`src/rtl/icb_pkg.sv`:
```
package icb_pkg;
    typedef enum logic [1:0] {
        ST_IDLE  = 2'd0,
        ST_ISSUE = 2'd1,
        ST_HOLD  = 2'd2
    } icb_state_e;

    localparam int ADDR_W = 2;
    localparam int WAIT_W = 2;

    localparam logic [ADDR_W-1:0] A_SEL  = 2'd0;
    localparam logic [ADDR_W-1:0] A_DATA = 2'd1;
    localparam logic [ADDR_W-1:0] A_MAP  = 2'd2;
    localparam logic [ADDR_W-1:0] A_CTRL = 2'd3;

    localparam int CB_START = 0;
    localparam int CB_RD    = 1;
    localparam int CB_WBUSY = 2;
    localparam int CB_ERR   = 3;
    localparam int CB_WAIT  = 4;
    localparam int CB_DIR   = CB_WAIT + WAIT_W;
endpackage

```
`src/rtl/icb_regs.sv`:
```
module icb_regs
    import icb_pkg::*;
#(
    parameter int DATA_W = 8
) (
    input  logic              clk,
    input  logic              rst_n,
    input  logic              reg_wr,
    input  logic [ADDR_W-1:0] reg_addr,
    input  logic [DATA_W-1:0] reg_wdata,
    input  logic              busy,
    input  logic              rbusy,
    input  logic              wbusy,
    input  logic              err_set,
    input  logic              cap_en,
    input  logic [DATA_W-1:0] cap_data,
    output logic              start_pulse,
    output logic              sel_q,
    output logic [DATA_W-1:0] data_q,
    output logic              map_q,
    output logic [DATA_W-1:0] reg_rdata
);
    logic              start_q;
    logic              dir_q;
    logic              err_q;
    logic [WAIT_W-1:0] wait_q;
    logic              wr_sel, wr_data, wr_map, wr_ctrl;

    always_comb begin
        wr_sel      = reg_wr && (reg_addr == A_SEL);
        wr_data     = reg_wr && (reg_addr == A_DATA);
        wr_map      = reg_wr && (reg_addr == A_MAP);
        wr_ctrl     = reg_wr && (reg_addr == A_CTRL);
        start_pulse = wr_ctrl && reg_wdata[CB_START];
    end

    always_ff @(posedge clk or negedge rst_n) begin
        if (!rst_n) begin
            sel_q   <= 1'b0;
            data_q  <= '0;
            map_q   <= 1'b0;
            start_q <= 1'b0;
            dir_q   <= 1'b0;
            err_q   <= 1'b0;
            wait_q  <= '0;
        end else begin
            if (cap_en)
                data_q <= cap_data;
            else if (wr_data && !busy)
                data_q <= reg_wdata;
            if (wr_sel && !busy)
                sel_q <= reg_wdata[0];
            if (wr_map)
                map_q <= reg_wdata[0];
            if (wr_ctrl && !busy) begin
                start_q <= reg_wdata[CB_START];
                dir_q   <= reg_wdata[CB_RD];
                wait_q  <= reg_wdata[CB_WAIT +: WAIT_W];
            end
            if (err_set)
                err_q <= 1'b1;
            else if (wr_ctrl && !busy && reg_wdata[CB_ERR])
                err_q <= 1'b0;
        end
    end

    always_comb begin
        reg_rdata = '0;
        unique case (reg_addr)
            A_SEL:  reg_rdata[0] = sel_q;
            A_DATA: reg_rdata    = data_q;
            A_MAP:  reg_rdata[0] = map_q;
            A_CTRL: begin
                reg_rdata[CB_START]            = start_q;
                reg_rdata[CB_RD]               = rbusy;
                reg_rdata[CB_WBUSY]            = wbusy;
                reg_rdata[CB_ERR]              = err_q;
                reg_rdata[CB_WAIT +: WAIT_W]   = wait_q;
                reg_rdata[CB_DIR]              = dir_q;
            end
            default: reg_rdata = '0;
        endcase
    end


    data_lock_chk: assert property (@(posedge clk) disable iff (!rst_n)
        (busy && !cap_en) |=> ($stable(data_q) && $stable(sel_q)));
endmodule

```
`src/rtl/icb_fsm.sv`:
```
module icb_fsm
    import icb_pkg::*;
(
    input  logic              clk,
    input  logic              rst_n,
    input  logic              start_pulse,
    input  logic              req_rd,
    input  logic [WAIT_W-1:0] req_wait,
    input  logic              map_en,
    input  logic              host_pwr_ok,
    input  logic              cfg_ack,
    output logic              cfg_req,
    output logic              cfg_we,
    output logic              busy,
    output logic              rbusy,
    output logic              wbusy,
    output logic              err_set,
    output logic              cap_en
);
    icb_state_e        state_q, state_d;
    logic              rd_q;
    logic [WAIT_W-1:0] cnt_q;
    logic              accept;

    always_comb begin
        accept  = start_pulse && (state_q == ST_IDLE) && map_en && host_pwr_ok;
        state_d = state_q;
        unique case (state_q)
            ST_IDLE:  if (accept) state_d = ST_ISSUE;
            ST_ISSUE: if (cfg_ack) state_d = ST_HOLD;
            ST_HOLD:  if (cnt_q == '0) state_d = ST_IDLE;
            default:  state_d = ST_IDLE;
        endcase
    end

    always_ff @(posedge clk or negedge rst_n) begin
        if (!rst_n) begin
            state_q <= ST_IDLE;
            rd_q    <= 1'b0;
            cnt_q   <= '0;
        end else begin
            state_q <= state_d;
            if (accept)
                rd_q <= req_rd;
            if (accept)
                cnt_q <= req_wait;
            else if (state_q == ST_HOLD && cnt_q != '0)
                cnt_q <= cnt_q - 1'b1;
        end
    end

    always_comb begin
        busy    = (state_q != ST_IDLE);
        rbusy   = busy && rd_q;
        wbusy   = busy && !rd_q;
        cfg_req = (state_q == ST_ISSUE);
        cfg_we  = cfg_req && !rd_q;
        cap_en  = cfg_req && cfg_ack && rd_q;
        err_set = start_pulse && (busy || !host_pwr_ok);
    end


    pwr_gate_chk: assert property (@(posedge clk) disable iff (!rst_n)
        $rose(cfg_req) |-> $past(host_pwr_ok && map_en && start_pulse));

    req_hold_chk: assert property (@(posedge clk) disable iff (!rst_n)
        (cfg_req && !cfg_ack) |=> cfg_req);

    busy_excl_chk: assert property (@(posedge clk) disable iff (!rst_n)
        !(rbusy && wbusy) && (!cfg_req || rbusy || wbusy));

    hold_len_chk: assert property (@(posedge clk) disable iff (!rst_n)
        (state_q == ST_HOLD && cnt_q != '0) |=> (state_q == ST_HOLD && !cfg_req));
endmodule

```
`src/rtl/icb_bridge.sv`:
```
module icb_bridge
    import icb_pkg::*;
#(
    parameter int DATA_W = 8
) (
    input  logic              clk,
    input  logic              rst_n,
    input  logic              host_pwr_ok,
    input  logic              reg_wr,
    input  logic [1:0]        reg_addr,
    input  logic [DATA_W-1:0] reg_wdata,
    output logic [DATA_W-1:0] reg_rdata,
    output logic              cfg_req,
    output logic              cfg_we,
    output logic              cfg_port,
    output logic [DATA_W-1:0] cfg_wdata,
    input  logic              cfg_ack,
    input  logic [DATA_W-1:0] cfg_rdata
);
    logic start_pulse, sel_q, map_q;
    logic busy, rbusy, wbusy, err_set, cap_en;
    logic [DATA_W-1:0] data_q;

    icb_regs #(.DATA_W(DATA_W)) u_regs (
        .clk        (clk),
        .rst_n      (rst_n),
        .reg_wr     (reg_wr),
        .reg_addr   (reg_addr),
        .reg_wdata  (reg_wdata),
        .busy       (busy),
        .rbusy      (rbusy),
        .wbusy      (wbusy),
        .err_set    (err_set),
        .cap_en     (cap_en),
        .cap_data   (cfg_rdata),
        .start_pulse(start_pulse),
        .sel_q      (sel_q),
        .data_q     (data_q),
        .map_q      (map_q),
        .reg_rdata  (reg_rdata)
    );

    icb_fsm u_fsm (
        .clk        (clk),
        .rst_n      (rst_n),
        .start_pulse(start_pulse),
        .req_rd     (reg_wdata[CB_RD]),
        .req_wait   (reg_wdata[CB_WAIT +: WAIT_W]),
        .map_en     (map_q),
        .host_pwr_ok(host_pwr_ok),
        .cfg_ack    (cfg_ack),
        .cfg_req    (cfg_req),
        .cfg_we     (cfg_we),
        .busy       (busy),
        .rbusy      (rbusy),
        .wbusy      (wbusy),
        .err_set    (err_set),
        .cap_en     (cap_en)
    );

    assign cfg_port  = sel_q;
    assign cfg_wdata = data_q;


    cfg_stable_chk: assert property (@(posedge clk) disable iff (!rst_n)
        (cfg_req && !cfg_ack) |=> ($stable(cfg_wdata) && $stable(cfg_port) && $stable(cfg_we)));
endmodule

```
`config.mk`:
```
export PLATFORM = sky130hd
export DESIGN_NAME = icb_bridge
export DESIGN_NICKNAME = d
export VERILOG_FILES = /design/src/rtl/icb_pkg.sv /design/src/rtl/icb_regs.sv /design/src/rtl/icb_fsm.sv /design/src/rtl/icb_bridge.sv
export SDC_FILE = /design/constraint.sdc
export NUM_CORES = 1
export LEC_CHECK = 0
export ABC_AREA = 0
export BUFFER_PORTS_ARGS = -buffer_cell sky130_fd_sc_hd__buf_4
export CORE_ASPECT_RATIO = 0.9
export CORE_MARGIN = 4
export CORE_UTILIZATION = 31
export CTS_CLUSTER_DIAMETER = 30
export DETAILED_ROUTE_END_ITERATION = 10
export PLACE_DENSITY = 0.55
export SLEW_MARGIN = 10
export SYNTH_ARGS = -nofsm -noshare
export SYNTH_HDL_FRONTEND = slang
export SYNTH_SLANG_ARGS = --single-unit
export TNS_END_PERCENT = 50
```
`constraint.sdc`:
```
create_clock -name clk -period 1.55 [get_ports clk]
set_input_delay 0.0775 -clock clk [delete_from_list [all_inputs] [get_ports clk]]
set_output_delay 0.0775 -clock clk [all_outputs]
set_load 0.02 [all_outputs]
```
==> impl_results.md <==
* Outcome: completed
* Critical path class: register to register
* Total grt overflow at 0
* Maximum buffer depth of the clock tree at 2
* Io pins at 42
* Drt wl/cell at 16.2 µm
* Filler instances at 356
* YS warnings at 0
* Site row count at 20
* Post-DR vias/cell at 5.06
* # diodes at 0
* CP Cell Sequence: inv_1 -> ha_2 -> or3b_4 -> xnor2_1 -> mux2_1
* Register area at 503 µm²
* Leakage power at 0.000783 µW
* Max-cap violations at 0
* Vias in the first global route at 1052
* CTS tree: built
* Worst relative slew slack at 76.1%
* WP data arrival at 1.63 ns
* Core area at 3400 µm²
* Share of cells above drive strength 1 at 45.2%
* Die Y at 64.7 µm
* Worst-skew pair later-pin latency at 0.26 ns
* Vias at 962
* Residual DRC at 0
* Power Total at 1840 µW
* Critical path's slowest cell: or3b_4
* Final cell count without fillers at 190
* Number of distinct library cells after synthesis at 38
* Multi-input logic area at 571 µm²
* Area Growth Syn to Fin at 43.3%
* CP endpoint kind: register
* Clock sinks at 20
* Placed insts at 184
* Drt pass-1 iters at 4
* Post-Syn Nets at 122
* Clk root buf: clkbuf_8
* Commonest non-fill, non-tap cell in the layout: buf_4
* Design area at 1590 µm²
* Slew @ Worst Pin at 0.358 ns
* Avg Cell Area, Syn at 11.3 µm²
* Register area share after synthesis at 45.1%
* DPL Wire Length at 2350 µm
* Total track usage at 14.4%
* IO Port Bufs at 41
* Maximum clock rate at 668 MHz
* 1st-iter DRT viols at 15
* Crit Path Max Fanout at 3
* Antenna viol nets, final at 0
* TNS Setup at 0 ns
* CP peak stage delay at 0.39 ns
* Peak VDD IR at 0.726 mV
* Tmin final at 1.50 ns
* GP Congestion at 0.752
* Antenna violations before repair at 0
* Final Hold Violating Endpoints at 0
* Final period util at 96.6%
* Num CTS Buffers at 3
* Largest net degree at the start of global routing at 21
* Pwr Density at 1160 nW/µm²
* FF+latch count, synth at 20
* Hold WC Path Type: input port to register
* Reg clk slew, reported paths at 0.07 ns
* Initial Utilization at 32.6%
* Synth Instances at 98
* Synth Cell Area at 1110 µm²
* First-pass GRT wire length at 5150 µm
* Highest-count cells in the layout ignoring fill and taps: buf_4 (48), dfrtp_1 (18), mux2_1 (8)
* Die area at 4600 µm²
* Die X-Extent at 71.0 µm
* WL final at 3070 µm
* Placed Area at 1490 µm²
* RSZ-0062 raised after global routing: yes
* Final net count at 171
* Max-slew violations at 0
* Setup violators final at 0
* Worst EP required at 1.69 ns
* CP Launch Type: register
* Max H-tree Level at 1
* Skew final at 0.0117 ns
## synth_stat cells (all sizes together)
| cell type | count | area share (%) |
|---|---|---|
| mux2i | 5 | 4.5 |
| a22o | 1 | 0.79 |
| and4b | 1 | 1.2 |
| and4 | 1 | 0.79 |
| and3b | 1 | 0.79 |
| nor2 | 2 | 0.90 |
| and2 | 4 | 2.3 |
| o21ai | 2 | 0.90 |
| a21oi | 1 | 0.79 |
| nand2b | 2 | 1.4 |
| o211ai | 1 | 0.68 |
| nor2b | 7 | 4.2 |
| inv | 4 | 1.4 |
| a221o | 6 | 5.4 |
| o31ai | 1 | 0.68 |
| nand2 | 6 | 2.0 |
| buf | 5 | 2.8 |
| mux2 | 8 | 8.1 |
| or3b | 1 | 1.0 |
| o22ai | 1 | 0.56 |
| and3 | 6 | 3.4 |
| a32oi | 1 | 0.79 |
| dfrtp | 20 | 45 |
| nand4 | 1 | 1.1 |
| nor3b | 2 | 1.8 |
| clkinv | 1 | 0.34 |
| nand3b | 1 | 0.68 |
| nand3 | 2 | 0.90 |
| ha | 1 | 1.1 |
| o21a | 1 | 0.68 |
| xnor2 | 1 | 0.79 |
| mux4 | 1 | 2.0 |
## final cells by class
type | instances | area share, %
clock inverter | 1 | 1.89
timing repair buffer | 49 | 23.3
tap | 44 | 3.46
sequential | 20 | 31.7
clock buffer | 3 | 2.60
inverter | 5 | 1.18
multi-input combinational | 68 | 35.9
## worst paths after layout
check                                    to            from  slack (ns)  cells past startpoint
setup / recovery             u_fsm.cnt_q[0]  u_fsm.cnt_q[0]        0.05                      5
min in group asynchronous  u_regs.data_q[3]           rst_n        0.23                      2
max in group asynchronous  u_fsm.state_q[1]           rst_n        1.07                      2
setup reg to reg             u_fsm.cnt_q[0]  u_fsm.cnt_q[0]        0.05                      5
hold / removal             u_fsm.state_q[0]         cfg_ack        0.02                      2
hold reg to reg                u_regs.dir_q    u_regs.dir_q        0.51                      1
## stage by stage
step | worst slack (ns) | hold WS, ns | util (%)
final | 0.0519 | 0.0154 | 46.7
after global routing | -0.00202 | 0.0182 | 46.7
after CTS | 0.00628 | 0.00976 | 46.2
after detailed placement | 0.0219 | -0.0189 | 43.6
after global placement | 0.0634 | -0.0227 | 43.6
after floorplan | 0.0839 | -0.218 | -
## repair_timing
| action | CTS | global route |
|---|---|---|
| cloned | 0 | 0 |
| pin swaps | 0 | 1 |
| gates resized for setup | 1 | 4 |
| setup endpoints to repair | 2 | 4 |
| buffers inserted | 0 | 1 |
| endpoints found under the hold margin | 20 | 0 |
| hold buffers | 1 | 0 |
## metal layers
| layer | part of all wire [%] | track usage (%) |
|---|---|---|
| met5 | 0 | 0 |
| met4 | 0.39 | 2.11 |
| met3 | 6.2 | 4.81 |
| met2 | 48 | 24.1 |
| met1 | 46 | 18.4 |
## flip-flops by register name (all words and copies together), names as in the netlist
register / flops
u_fsm.cnt_q: 2
u_regs.data_q: 8
u_regs.err_q: 1
u_regs.dir_q: 1
u_fsm.state_q: 2
u_regs.start_q: 1
u_regs.sel_q: 1
u_regs.wait_q: 2
u_regs.map_q: 1
u_fsm.rd_q: 1
## critical path, delay by kind of cell (launching register included)
kind | cells | cell delay (ns)
xor+xnor | 1 | 0.13
fa+ha+maj | 1 | 0.17
buf+inv | 1 | 0.05
flops | 1 | 0.35
mux | 1 | 0.29
simple gates | 1 | 0.39
## kinds of logic after synthesis
kind of cell    count (synthesis)  synth area share (%)
simple gates                   37                  22.5
flops                          20                  45.1
compound gates                 15                  11.3
mux                            14                  14.7
buf+inv                        10                  4.51
xor+xnor                        1                 0.790
fa+ha+maj                       1                  1.13
## where the power goes
| part | internal [µW] | leakage, µW | switching (µW) | total [µW] |
|---|---|---|---|---|
| logic | 312 | 0.000502 | 282 | 594 |
| registers | 636 | 0.000246 | 84.7 | 720 |
| clock network | 345 | 0.0000357 | 179 | 523 |
No activity file was read; power rests on OpenSTA's default activity.
